--- src/rtl/mw_pkg.sv ---
package mw_pkg;

    localparam int ADDR_W = 6;
    localparam int DATA_W = 16;
    localparam int HDR_W  = 3 + ADDR_W;
    localparam int FRM_W  = HDR_W + DATA_W;
    localparam int CNT_W  = $clog2(FRM_W + 1);

    typedef enum logic [2:0] {
        OP_READ  = 3'd0,
        OP_WRITE = 3'd1,
        OP_ERASE = 3'd2,
        OP_EWEN  = 3'd3,
        OP_EWDS  = 3'd4,
        OP_ERAL  = 3'd5,
        OP_WRAL  = 3'd6,
        OP_RSVD  = 3'd7
    } host_op_e;

    typedef enum logic [2:0] {
        S_IDLE, S_SEND, S_RECV, S_GAP, S_POLL
    } seq_st_e;

    typedef struct packed {
        host_op_e            op;
        logic [ADDR_W-1:0]   addr;
        logic [DATA_W-1:0]   data;
    } mw_req_t;

    // start bit, opcode and address of one frame
    function automatic logic [HDR_W-1:0] mw_header(host_op_e op, logic [ADDR_W-1:0] a);
        logic [1:0]        opc;
        logic [ADDR_W-1:0] ad;
        ad = a;
        case (op)
            OP_READ:  opc = 2'b10;
            OP_WRITE: opc = 2'b01;
            OP_ERASE: opc = 2'b11;
            default: begin
                opc = 2'b00;
                case (op)
                    OP_EWEN: ad[ADDR_W-1 -: 2] = 2'b11;
                    OP_ERAL: ad[ADDR_W-1 -: 2] = 2'b10;
                    OP_WRAL: ad[ADDR_W-1 -: 2] = 2'b01;
                    default: ad[ADDR_W-1 -: 2] = 2'b00;
                endcase
            end
        endcase
        return {1'b1, opc, ad};
    endfunction

    function automatic logic carries_data(host_op_e op);
        return (op == OP_WRITE) || (op == OP_WRAL);
    endfunction

    function automatic logic needs_poll(host_op_e op);
        return (op == OP_WRITE) || (op == OP_ERASE) || (op == OP_ERAL) || (op == OP_WRAL);
    endfunction

endpackage

--- src/rtl/mw_tick.sv ---
module mw_tick #(
    parameter int DIV = 50
) (
    input  logic clk,
    input  logic rst,
    input  logic run,
    output logic tick
);
    localparam int W = (DIV > 1) ? $clog2(DIV) : 1;

    logic [W-1:0] cnt;

    always_ff @(posedge clk) begin
        if (rst || !run)              cnt <= '0;
        else if (cnt == W'(DIV - 1))  cnt <= '0;
        else                          cnt <= cnt + 1'b1;
    end

    assign tick = run && (cnt == W'(DIV - 1));
endmodule

--- src/rtl/mw_watch.sv ---
module mw_watch #(
    parameter int LIMIT = 3_000_000
) (
    input  logic clk,
    input  logic rst,
    input  logic clr,
    input  logic run,
    output logic expire
);
    localparam int W = $clog2(LIMIT + 1);

    logic [W-1:0] cnt;

    always_ff @(posedge clk) begin
        if (rst || clr)                           cnt <= '0;
        else if (run && cnt != W'(LIMIT - 1))     cnt <= cnt + 1'b1;
    end

    assign expire = run && (cnt == W'(LIMIT - 1));
endmodule

--- src/rtl/mw_seq.sv ---
module mw_seq
    import mw_pkg::*;
(
    input  logic              clk,
    input  logic              rst,
    input  logic              start,
    input  mw_req_t           req,
    input  logic              tick,
    input  logic              abort,
    input  logic              di,
    output logic              cs,
    output logic              sk,
    output logic              dout,
    output logic              oe,
    output logic              run,
    output logic              done,
    output logic [DATA_W-1:0] rx_word
);
    seq_st_e            st;
    host_op_e           op_q;
    logic [FRM_W-1:0]   sh;
    logic [CNT_W-1:0]   cnt, last;
    logic [DATA_W-1:0]  rx;
    logic               cs_q, sk_q, done_q;

    always_ff @(posedge clk) begin
        if (rst) begin
            st <= S_IDLE;  op_q <= OP_READ;  sh <= '0;  cnt <= '0;  last <= '0;
            rx <= '0;  cs_q <= 1'b0;  sk_q <= 1'b0;  done_q <= 1'b0;
        end else begin
            done_q <= 1'b0;
            if (abort) begin
                st <= S_IDLE;  cs_q <= 1'b0;  sk_q <= 1'b0;
            end else begin
                case (st)
                    S_IDLE: if (start) begin
                        op_q <= req.op;
                        sh   <= {mw_header(req.op, req.addr), req.data};
                        last <= carries_data(req.op) ? CNT_W'(FRM_W - 1) : CNT_W'(HDR_W - 1);
                        cnt  <= '0;  cs_q <= 1'b1;  sk_q <= 1'b0;  st <= S_SEND;
                    end
                    S_SEND: if (tick) begin
                        if (!sk_q) sk_q <= 1'b1;
                        else begin
                            sk_q <= 1'b0;
                            if (cnt == last) begin
                                cnt <= '0;
                                if (op_q == OP_READ)      st <= S_RECV;
                                else if (needs_poll(op_q)) begin st <= S_GAP; cs_q <= 1'b0; end
                                else begin st <= S_IDLE; cs_q <= 1'b0; done_q <= 1'b1; end
                            end else begin
                                cnt <= cnt + 1'b1;
                                sh  <= {sh[FRM_W-2:0], 1'b0};
                            end
                        end
                    end
                    // dummy bit plus 16 data bits; the dummy falls off the top
                    S_RECV: if (tick) begin
                        if (!sk_q) begin
                            sk_q <= 1'b1;
                            rx   <= {rx[DATA_W-2:0], di};
                        end else begin
                            sk_q <= 1'b0;
                            if (cnt == CNT_W'(DATA_W)) begin
                                st <= S_IDLE;  cs_q <= 1'b0;  done_q <= 1'b1;
                            end else cnt <= cnt + 1'b1;
                        end
                    end
                    S_GAP: if (tick) begin
                        cs_q <= 1'b1;  st <= S_POLL;
                    end
                    S_POLL: if (tick) begin
                        if (sk_q)    sk_q <= 1'b0;
                        else if (di) begin st <= S_IDLE; cs_q <= 1'b0; done_q <= 1'b1; end
                        else         sk_q <= 1'b1;
                    end
                    default: st <= S_IDLE;
                endcase
            end
        end
    end

    assign cs      = cs_q;
    assign sk      = sk_q;
    assign oe      = (st == S_SEND);
    assign dout    = sh[FRM_W-1] & (st == S_SEND);
    assign run     = (st != S_IDLE);
    assign done    = done_q;
    assign rx_word = rx;
endmodule

--- src/rtl/mw_eeprom_ctrl.sv ---
module mw_eeprom_ctrl
    import mw_pkg::*;
#(
    parameter int CLK_DIV   = 50,
    parameter int TO_CYCLES = 3_000_000
) (
    input  logic              clk,
    input  logic              rst,
    input  logic              if_en,
    input  logic              gpo_sclk,
    input  logic              gpo_data,
    input  logic              cmd_wr,
    input  logic [2:0]        cmd_op,
    input  logic [ADDR_W-1:0] cmd_addr,
    input  logic              wdata_wr,
    input  logic [DATA_W-1:0] wdata_in,
    output logic              busy,
    output logic              timeout,
    output logic [DATA_W-1:0] rdata,
    output logic              mw_cs,
    output logic              mw_sk,
    output logic              mw_do,
    output logic              mw_do_oe,
    input  logic              mw_di
);
    logic              busy_q, to_q;
    logic [DATA_W-1:0] wdata_q, rdata_q;
    host_op_e          cur_op;
    mw_req_t           req;
    logic              accept, tick, expire;
    logic              s_cs, s_sk, s_do, s_oe, s_run, s_done;
    logic [DATA_W-1:0] s_rx;

    assign accept = cmd_wr && if_en && !busy_q;
    assign req    = '{op: host_op_e'(cmd_op), addr: cmd_addr, data: wdata_q};

    always_ff @(posedge clk) begin
        if (rst) begin
            busy_q <= 1'b0;  to_q <= 1'b0;  wdata_q <= '0;  rdata_q <= '0;  cur_op <= OP_READ;
        end else begin
            if (wdata_wr) wdata_q <= wdata_in;
            if (accept) begin
                busy_q <= 1'b1;  to_q <= 1'b0;  cur_op <= host_op_e'(cmd_op);
            end else if (s_done) begin
                busy_q <= 1'b0;
                if (cur_op == OP_READ) rdata_q <= s_rx;
            end else if (expire) begin
                busy_q <= 1'b0;  to_q <= 1'b1;
            end
        end
    end

    mw_tick #(.DIV(CLK_DIV)) u_tick (
        .clk(clk), .rst(rst), .run(s_run), .tick(tick)
    );

    mw_watch #(.LIMIT(TO_CYCLES)) u_watch (
        .clk(clk), .rst(rst), .clr(accept), .run(busy_q), .expire(expire)
    );

    mw_seq u_seq (
        .clk(clk), .rst(rst), .start(accept), .req(req), .tick(tick),
        .abort(expire), .di(mw_di),
        .cs(s_cs), .sk(s_sk), .dout(s_do), .oe(s_oe), .run(s_run),
        .done(s_done), .rx_word(s_rx)
    );

    assign busy     = busy_q;
    assign timeout  = to_q;
    assign rdata    = rdata_q;
    assign mw_cs    = if_en ? s_cs : 1'b0;
    assign mw_sk    = if_en ? s_sk : gpo_sclk;
    assign mw_do    = if_en ? s_do : gpo_data;
    assign mw_do_oe = if_en ? s_oe : 1'b1;
endmodule

--- config.mk ---
export PLATFORM = sky130hd
export DESIGN_NAME = mw_eeprom_ctrl
export DESIGN_NICKNAME = d
export VERILOG_FILES = /design/src/rtl/mw_pkg.sv /design/src/rtl/mw_tick.sv /design/src/rtl/mw_watch.sv /design/src/rtl/mw_seq.sv /design/src/rtl/mw_eeprom_ctrl.sv
export SDC_FILE = /design/constraint.sdc
export NUM_CORES = 1
export LEC_CHECK = 0
export BUFFER_PORTS_ARGS = -buffer_cell sky130_fd_sc_hd__buf_4
export CORE_ASPECT_RATIO = 1.2
export CORE_UTILIZATION = 40
export DETAILED_ROUTE_END_ITERATION = 8
export PLACE_DENSITY = 0.63
export SKIP_CTS_REPAIR_TIMING = 1
export SYNTH_ARGS = -nofsm -noshare
export SYNTH_HDL_FRONTEND = slang
export SYNTH_SLANG_ARGS = --single-unit
--- constraint.sdc ---
create_clock -name clk -period 6.7 [get_ports clk]
set_clock_uncertainty 0.05 [all_clocks]
set_input_delay 0.335 -clock clk [delete_from_list [all_inputs] [get_ports clk]]
set_output_delay 0.335 -clock clk [all_outputs]
set_load 0.005 [all_outputs]
==> out/results.tsv <==
metric	value	unit
status	completed	
Required @ worst endpoint	6.90	ns
largest net degree at the start of global routing	91	
Post-Syn Area	5660	um2
full die area	14600	um2
Layout Nets	708	
initial drt markers	235	
met1 usage	0.209	
fmax	0.336	GHz
dpl cell area	6100	um2
commonest register cell after synthesis	dfxtp_1	
RD Place Congestion	0.857	
initial antenna violation count	0	
H-tree level count	4	
Via-to-Cell Ratio	5.55	
Root Buffer	clkbuf_16	
Tmin final	2.98	ns
grt peak-use layer	met2	
drt drc	0	
crit path max fanout	25	
Synth async-reset ratio	0	
Crit path largest cell delay	0.81	ns
design area	6660	um2
synth top area cells	dfxtp_1 (43%), mux2i_1 (9.0%), nor2_1 (5.4%)	
most frequent cells in the layout	dfxtp_1 (122), nor2_1 (82), nand2_1 (71), a21oi_1 (61), buf_4 (58)	
CTS Buffer Depth	2	
gr usage total	0.181	
row count	47	
CORE AREA	13800	um2
CP Capture Type	flop	
total routed wirelength	12.7	mm
first-pass detailed-route iteration total	4	
cell area power density	296	nW/um2
I/O pins	55	
Setup WS pre-CTS	3.79	ns
CTS clk-pin slew, worst paths	0.06	ns
Via Count	4735	
CP bufs+invs	1	
Fin Setup TNS	0	ns
Crit path max-delay family	compound AO/OA/AOI/OAI gates	
Distinct cells, synth	60	
WP data arrival	3.18	ns
post-route antenna net violation count	0	
commonest non-fill, non-tap cell in the layout	dfxtp_1	
Hold Vio Cnt, Final	0	
setup ws final	3.72	ns
initial core utilization	0.409	
CTS tree	yes	
Hold Path Class	primary input to flop	
Pleak	2.67	nW
dpl hpwl	8.44	mm
# fillers	1351	
Die Width	111	um
slowest CP cell	a41o_1	
Num CTS Buffers	17	
GRT met2 Usage	0.314	
sequential cell area fraction in the yosys report	0.432	
top cell type's share of synthesized area	0.432	
Max Slew Vio Count	0	
DR WL/cell	14.9	um
worst slew pin tran	1.02	ns
I/O Buffers	54	
Setup violations, final	0	
layout cells sized above 1	0.170	
Final Util	0.482	
Yosys Warn Count	0	
Max Cap Violations	0	
worst vdd ir	168	uV
met3 usage	0.0547	
syn nets	676	
ANT cells	0	
EDFF count, synth	0	
vias in the first global route	4528	
first-pass GRT wire length	21.6	mm
die span in y	132	um
Mapped Avg Cell Area	8.88	um2
critical path class	flop to flop	
Period Utilization, post-route	0.444	
Sinks on Clock Net	122	
Slew HR	0.320	
Syn Inst Count	637	
remaining global-route overflow	0	
unrepaired setup endpoints after global routing	false	
startpoint types	flop	
critical path cell sequence	ha_1, nand4b_1, nor2_1, a41o_1, and2_1, buf_4, a311oi_2	
Layout area overhead	17.7	%
Clock Latency Late Sink	0.42	ns
Yosys reg bits	122	
Synth area leader	dfxtp_1	
[where the power goes]
group | switching, mW | leakage, nW | internal [mW]
logic | 0.194 | 1.42 | 0.120
clock network | 0.328 | 0.261 | 0.526
registers | 0.0389 | 0.991 | 0.767
total | 0.561 | 2.67 | 1.41
[routing by layer]
metal / vias to the layer above / wire length, um
met5: - / 0
met4: 0 / 200
met3: 16 / 597
met2: 100 / 6390
met1: 2280 / 5490
li1: 2339 / -
[layout make-up]
| class | instances | area [um2] | area share |
|---|---|---|---|
| Multi-Input combinational cell | 454 | 2950 | 0.443 |
| Sequential cell | 122 | 2440 | 0.367 |
| Clock buffer | 21 | 460 | 0.0691 |
| Timing Repair Buffer | 58 | 435 | 0.0654 |
| Tap cell | 171 | 214 | 0.0321 |
| Clock inverter | 11 | 96.3 | 0.0145 |
| Inverter | 16 | 60.1 | 0.00902 |
[kinds of logic after synthesis]
logic type / Yosys count / share of synthesized area
AOI/OAI and AO/OA: 141 / 0.188
muxes: 53 / 0.0942
xor gates and xnor gates: 16 / 0.0248
DFF: 122 / 0.432
buffers and inverters: 61 / 0.0473
and+or+nand+nor: 238 / 0.200
adders and majority gates: 6 / 0.0133
[synthesized netlist by cell type (all sizes together), types with 4 or more instances]
cell type and count:
a211oi 4, a21oi 61, a311oi 23, and3 7, buf 9, clkbuf 36
dfxtp 122, ha 6, inv 16, mux2i 51, nand2 71, nand2b 6
nand3 13, nand4 8, nor2 82, nor3 7, nor3b 4, nor4 4
o2111ai 6, o211ai 6, o21ai 13, o31ai 10, or3 9, or4 8
xnor2 5, xor2 11
[worst register-to-register path, cell delays in order (launching register included)]
cell	delay (ns)
dfxtp_1	0.39
ha_1	0.17
nand4b_1	0.20
nor2_1	0.44
a41o_1	0.81
and2_1	0.23
buf_4	0.34
a311oi_2	0.18
[flip-flops by register name (all words and copies together) (netlist names), 2 cells and up]
signal,flops
wdata_q,16
cur_op,3
u_seq.cnt,5
u_tick.cnt,6
u_seq.sh,25
u_watch.cnt,22
u_seq.rx_word,16
u_seq.op_q,3
rdata,16
u_seq.last,2
u_seq.st,3
[through the flow]
| step | total power, mW | hold slack (ns) | instances |
|---|---|---|---|
| after floorplan | 1.05 | 0.381 | 637 |
| after global placement | 1.12 | 0.391 | 821 |
| after detailed placement | 1.13 | 0.401 | 821 |
| after CTS | 1.99 | 0.0862 | 853 |
| after global routing | 2.07 | 0.0937 | 853 |
| final | 1.97 | 0.0993 | 853 |
[final timing paths]
path                                               start                  endpoint  slack (ns)  depth (start not counted)
worst max-delay path            u_tick.cnt[0]$_SDFF_PP0_  u_seq.sh[2]$_SDFFE_PP0P_        3.72                          7
worst min-delay path                         wdata_in[8]   wdata_q[8]$_SDFFE_PP0P_         0.1                          3
worst max register to register  u_tick.cnt[0]$_SDFF_PP0_  u_seq.sh[2]$_SDFFE_PP0P_        3.72                          7
worst min register to register    cur_op[0]$_SDFFE_PP0P_    cur_op[0]$_SDFFE_PP0P_        0.41                          2
(Power assumes the default switching activity.)
